==> config.mk <==
export PLATFORM = sky130hd
export DESIGN_NAME = vic_ctrl
export DESIGN_NICKNAME = d
export VERILOG_FILES = /design/src/rtl/vic_pkg.sv /design/src/rtl/vic_cfg.sv /design/src/rtl/vic_prio.sv /design/src/rtl/vic_ack.sv /design/src/rtl/vic_ctrl.sv
export SDC_FILE = /design/constraint.sdc
export NUM_CORES = 1
export LEC_CHECK = 0
export CORE_MARGIN = 4
export CORE_UTILIZATION = 48
export CTS_CLUSTER_DIAMETER = 30
export CTS_CLUSTER_SIZE = 20
export DETAILED_ROUTE_END_ITERATION = 12
export HOLD_SLACK_MARGIN = 0.1
export PLACE_DENSITY = 0.76
export RECOVER_POWER = 100
export REMOVE_ABC_BUFFERS = 1
export SYNTH_ARGS = -nofsm -noshare
export SYNTH_HDL_FRONTEND = slang
export SYNTH_HIERARCHICAL = 1
export SYNTH_SLANG_ARGS = --single-unit
==> constraint.sdc <==
create_clock -name clk -period 2.1 [get_ports clk]
set_input_delay 0.315 -clock clk [delete_from_list [all_inputs] [get_ports clk]]
set_output_delay 0.315 -clock clk [all_outputs]
set_load 0.1 [all_outputs]
==> src/rtl/vic_pkg.sv <==
package vic_pkg;

    localparam int VIC_SRC_DEF = 8;
    localparam int VIC_DW_DEF  = 8;

    typedef enum logic [1:0] {
        REG_MASK = 2'd0,
        REG_BASE = 2'd1,
        REG_MODE = 2'd2,
        REG_EOI  = 2'd3
    } vic_reg_e;

    typedef enum logic {
        ACK_FIRST  = 1'b0,
        ACK_SECOND = 1'b1
    } ack_phase_e;

endpackage

==> src/rtl/vic_cfg.sv <==
module vic_cfg
    import vic_pkg::*;
#(
    parameter int N_SRC = VIC_SRC_DEF,
    parameter int DW    = VIC_DW_DEF,
    localparam int IDX_W = $clog2(N_SRC)
) (
    input  logic             clk,
    input  logic             rst,
    input  logic             we,
    input  logic [1:0]       addr,
    input  logic [DW-1:0]    wdata,
    output logic [N_SRC-1:0] mask,
    output logic [DW-1:0]    base,
    output logic             auto_eoi,
    output logic             eoi_we,
    output logic [IDX_W-1:0] eoi_idx
);

    vic_reg_e sel;
    assign sel = vic_reg_e'(addr);

    always_ff @(posedge clk) begin
        if (rst) begin
            mask     <= '0;
            base     <= '0;
            auto_eoi <= 1'b0;
        end else if (we) begin
            case (sel)
                REG_MASK: mask     <= wdata[N_SRC-1:0];
                REG_BASE: base     <= wdata;
                REG_MODE: auto_eoi <= wdata[0];
                default:  ;
            endcase
        end
    end

    assign eoi_we  = we && (sel == REG_EOI);
    assign eoi_idx = wdata[IDX_W-1:0];

endmodule

==> src/rtl/vic_prio.sv <==
module vic_prio #(
    parameter int N_SRC = 8,
    localparam int IDX_W = $clog2(N_SRC)
) (
    input  logic [N_SRC-1:0] req,
    input  logic [N_SRC-1:0] mask,
    input  logic [N_SRC-1:0] isr,
    output logic             grant_vld,
    output logic [IDX_W-1:0] grant_idx
);

    // open[i]: no in-service bit at index 0..i
    logic [N_SRC-1:0] open;
    logic [N_SRC-1:0] cand;

    assign open[0] = ~isr[0];
    for (genvar i = 1; i < N_SRC; i++) begin : g_open
        assign open[i] = open[i-1] & ~isr[i];
    end

    assign cand = req & ~mask & open;

    always_comb begin
        grant_vld = 1'b0;
        grant_idx = '0;
        for (int i = N_SRC - 1; i >= 0; i--) begin
            if (cand[i]) begin
                grant_vld = 1'b1;
                grant_idx = IDX_W'(i);
            end
        end
    end

endmodule

==> src/rtl/vic_ack.sv <==
module vic_ack
    import vic_pkg::*;
#(
    parameter int N_SRC = 8,
    localparam int IDX_W = $clog2(N_SRC),
    localparam logic [IDX_W-1:0] IDX_LOW = IDX_W'(N_SRC - 1)
) (
    input  logic             clk,
    input  logic             rst,
    input  logic             ack_stb,
    input  logic             grant_vld,
    input  logic [IDX_W-1:0] grant_idx,
    input  logic             auto_eoi,
    input  logic             eoi_we,
    input  logic [IDX_W-1:0] eoi_idx,
    output logic [N_SRC-1:0] isr,
    output logic [IDX_W-1:0] code_idx,
    output ack_phase_e       phase
);

    logic ack_q;
    logic rise, fall;
    logic [N_SRC-1:0] isr_nxt;

    assign rise = ack_stb & ~ack_q;
    assign fall = ~ack_stb & ack_q;

    always_comb begin
        isr_nxt = isr;
        if (rise && phase == ACK_FIRST && grant_vld)
            isr_nxt[grant_idx] = 1'b1;
        if (rise && phase == ACK_SECOND && auto_eoi)
            isr_nxt[code_idx] = 1'b0;
        if (eoi_we)
            isr_nxt[eoi_idx] = 1'b0;
    end

    always_ff @(posedge clk) begin
        if (rst) begin
            ack_q    <= 1'b0;
            isr      <= '0;
            code_idx <= '0;
            phase    <= ACK_FIRST;
        end else begin
            ack_q <= ack_stb;
            isr   <= isr_nxt;
            if (rise && phase == ACK_FIRST)
                code_idx <= grant_vld ? grant_idx : IDX_LOW;
            if (fall)
                phase <= (phase == ACK_FIRST) ? ACK_SECOND : ACK_FIRST;
        end
    end

endmodule

==> src/rtl/vic_ctrl.sv <==
module vic_ctrl
    import vic_pkg::*;
#(
    parameter int N_SRC = VIC_SRC_DEF,
    parameter int DW    = VIC_DW_DEF,
    localparam int IDX_W = $clog2(N_SRC)
) (
    input  logic             clk,
    input  logic             rst,
    input  logic [N_SRC-1:0] irq_lines,
    output logic             cpu_irq,
    input  logic             ack_stb,
    output logic [DW-1:0]    bus_out,
    output logic             bus_oe,
    input  logic             cfg_we,
    input  logic [1:0]       cfg_addr,
    input  logic [DW-1:0]    cfg_wdata
);

    logic [N_SRC-1:0] mask;
    logic [DW-1:0]    base;
    logic             auto_eoi;
    logic             eoi_we;
    logic [IDX_W-1:0] eoi_idx;
    logic [N_SRC-1:0] isr;
    logic             grant_vld;
    logic [IDX_W-1:0] grant_idx;
    logic [IDX_W-1:0] code_idx;
    ack_phase_e       ack_phase;

    vic_cfg #(.N_SRC(N_SRC), .DW(DW)) u_cfg (
        .clk(clk), .rst(rst), .we(cfg_we), .addr(cfg_addr), .wdata(cfg_wdata),
        .mask(mask), .base(base), .auto_eoi(auto_eoi),
        .eoi_we(eoi_we), .eoi_idx(eoi_idx)
    );

    vic_prio #(.N_SRC(N_SRC)) u_prio (
        .req(irq_lines), .mask(mask), .isr(isr),
        .grant_vld(grant_vld), .grant_idx(grant_idx)
    );

    vic_ack #(.N_SRC(N_SRC)) u_ack (
        .clk(clk), .rst(rst), .ack_stb(ack_stb),
        .grant_vld(grant_vld), .grant_idx(grant_idx), .auto_eoi(auto_eoi),
        .eoi_we(eoi_we), .eoi_idx(eoi_idx),
        .isr(isr), .code_idx(code_idx), .phase(ack_phase)
    );

    assign cpu_irq = grant_vld;
    assign bus_oe  = ack_stb && (ack_phase == ACK_SECOND);
    assign bus_out = bus_oe ? base + DW'(code_idx) : '0;

endmodule

==> flow_summary_export.csv <==
group,metric,value,unit
clocking,numCtsBuffers,5,
yosys,synth.avg_cell_area,9.10,um^2
routing,vias,1968,
timing,min_period,2.44,ns
placement,place.gp.congestion,0.921,
routing,wirelength,6630,um
yosys,synth_ff_type,"dfxtp_1",
yosys,yosysMostFrequentCell,"dfxtp_1",
global_routing,antenna_found_initial,0,
power,ir_drop,338,uV
yosys,synth_common_cells,"30 x dfxtp_1, 29 x nand2b_1, 17 x mux2i_1, 14 x nor2_1, 11 x a21oi_1",
yosys,netlist_instances,205,
critical_path,worstPathArrival,2.61,ns
power,p_leak,0.00112,uW
yosys,syn_area,1870,um^2
timing,rsz0062_at_grt,"true",
floorplanning,core,3720,um^2
clocking,cts.sinks,30,
floorplanning,fp-row-count,22,
yosys,synth_edf_count,0,
placement,pre_cts_ws,-0.462,ns
global_routing,track_usage,23.5,%
final_layout,fin_nets,297,
timing,slew_violations,0,
critical_path,cp_max_fo,7,
routing,route.detailed.drc,0,
final_layout,drive_above_1_share,41.2,%
yosys,async_flop_share,0,%
routing,ant_nets,0,
yosys,ys_ff_latch,30,
yosys,ys_types,50,
yosys,synth_top_area_share,32.2,%
clocking,cts_buffer_depth,2,
timing,postLayoutSetupSlackWorst,-0.337,ns
global_routing,grt_pass1_wl,9180,um
status,violations,"setup timing",
floorplanning,die_y,70.3,um
yosys,ys_seq_area_share,32.2,%
routing,drtPass1Iterations,5,
final_layout,num_antenna_cells,0,
placement,dp.final_hpwl,3710,um
floorplanning,die_w,70.3,um
clocking,cts_root_buf,"clkbuf_8",
clocking,cts_tree,"yes",
status,status,"complete, but fails checks",
global_routing,grt_max_degree,39,
placement,io_buffers,31,
timing,fin_worst_hold_slack,0.483,ns
routing,vias_per_cell,6.15,
critical_path,critPathKind,"flip-flop to flip-flop",
clocking,cts_htree_levels,2,
timing,post-route-period-util,116,%
critical_path,endpoint_kind,"flip-flop",
final_layout,utilization,79.4,%
yosys,synth_top_cells_by_area,"dfxtp_1 32%, nand2b_1 9.7%, mux2i_1 9.1%",
timing,setup_violations,15,
placement,dpl_cell_area,2490,um^2
critical_path,critPathRequiredTime,2.27,ns
power,pwr_density_cell,622,nW/um^2
floorplanning,io_pins,32,
global_routing,grt_pass1_vias,1869,
final_layout,area_growth,58.2,%
timing,fmax,410,MHz
final_layout,finalInstanceArea,2950,um^2
flow_run,maxCapViolations,0,
timing,finalHoldViolCount,0,
timing,clock_skew,0.00714,ns
floorplanning,initial_core_util,50.2,%
critical_path,critical_path.startpoint_type,"flip-flop",
timing,tightestPinTransition,0.437,ns
hold_path,hp-class,"flip-flop to flip-flop",
global_routing,overflow,0,
yosys,synth_area_leader_cell,"dfxtp_1",
floorplanning,dieArea,4950,um^2
clocking,clkTransAtPathRegs,0.06,ns
routing,wl_per_cell,20.7,um
yosys,yosys_warnings,6,
clocking,clk_latency,0.28,ns
timing,slew_headroom,70.8,%
power,p_total,1830,uW
routing,drt_first_iter_violations,236,
-- power by group --
part / internal [uW] / leakage (uW) / switching, uW
registers: 601 / 0.000248 / 33.7
clock network: 331 / 0.0000575 / 217
logic: 317 / 0.000810 / 336
total: 1250 / 0.00112 / 586
-- state kept, by name, indices dropped and copies added (netlist names) --
register        count
u_ack/isr           8
u_cfg/mask          8
u_ack/code_idx      3
u_ack/phase         1
u_cfg/auto_eoi      1
u_ack/ack_q         1
u_cfg/base          8
-- cells by family after synthesis --
logic type / Yosys count / synth area share, %
mux: 17 / 9.12
simple gates: 93 / 32.0
fa+ha+maj: 4 / 3.09
xor+xnor: 2 / 0.939
buf+inv: 16 / 4.76
flops: 30 / 32.2
compound gates: 43 / 17.9
-- critical path, stage by stage, from the launching register on --
cell       delay (ns)
dfxtp_2          0.34
or4_4            0.58
nor3b_4          0.26
nor3_2           0.08
nand2_1          0.11
nor4bb_2         0.25
buf_4            0.22
buf_4            0.13
a41oi_2          0.12
a2111oi_2        0.25
-- worst paths after layout --
check	startpoint	endpoint	slack [ns]	cells past startpoint
min reg2reg	u_cfg/mask[5]$_SDFFE_PP0P_	u_cfg/mask[5]$_SDFFE_PP0P_	0.48	2
max reg2reg	u_ack/isr[3]$_SDFF_PP0_	u_ack/isr[4]$_SDFF_PP0_	-0.34	9
max	u_ack/isr[3]$_SDFF_PP0_	u_ack/isr[4]$_SDFF_PP0_	-0.34	9
min	u_cfg/mask[5]$_SDFFE_PP0P_	u_cfg/mask[5]$_SDFFE_PP0P_	0.48	2
-- final cells by class --
class,instances,area [um^2]
clock buffers,8,110
fillers,227,764
inverters,6,25.0
multi-input cells,159,1430
flip-flops and latches,30,616
well taps,48,60.1
repair buffers,69,708
-- per-stage QoR --
stage | TNS [ns] | instances
after floorplan | -14.58 | 195
after global routing | -3.42 | 320
final | -2.46 | 320
after detailed placement | -3.29 | 302
after CTS | -0.658 | 315
after global placement | -2.60 | 302
-- what timing repair did --
action	4_1_cts	5_1_grt
hold endpoints to repair	0	0
pin swaps	19	16
endpoints found under the setup margin	14	16
resized for setup	37	31
setup buffers	5	5
hold buffers	0	0
-- cell usage in the layout (no fill, tap or decap), types with 2 or more instances in the layout --
cell type / count
inv_1: 5
dlygate4sd3_1: 3
dfxtp_1: 22
mux2i_1: 17
and3_1: 3
a21oi_4: 2
a2111oi_2: 4
and2_1: 2
buf_6: 5
nand3b_1: 3
clkdlybuf4s50_1: 18
ha_4: 3
nand2b_1: 29
nor2b_1: 5
or3b_1: 3
o21ai_2: 5
buf_12: 7
a41oi_2: 2
a21oi_1: 4
nand3_1: 6
a2111o_1: 2
clkbuf_4: 2
nor2_2: 2
clkbuf_8: 8
dfxtp_2: 6
nor3b_1: 2
a21oi_2: 5
clkbuf_16: 2
a311oi_2: 3
nor2_1: 12
nand2_1: 6
buf_4: 31
a41oi_1: 4
dfxtp_4: 2
-- layer usage --
layer  wire (um)  vias to the layer above  part of all wire [%]  track usage, %
met2        3370                      124                    51            40.5
met5           0                        -                     0               0
li1            -                      886                     -               -
met1        2550                      933                    38            28.6
met4         244                        0                   3.7            9.57
met3         468                       25                   7.1            4.03
No activity file was read; power rests on OpenSTA's default activity.
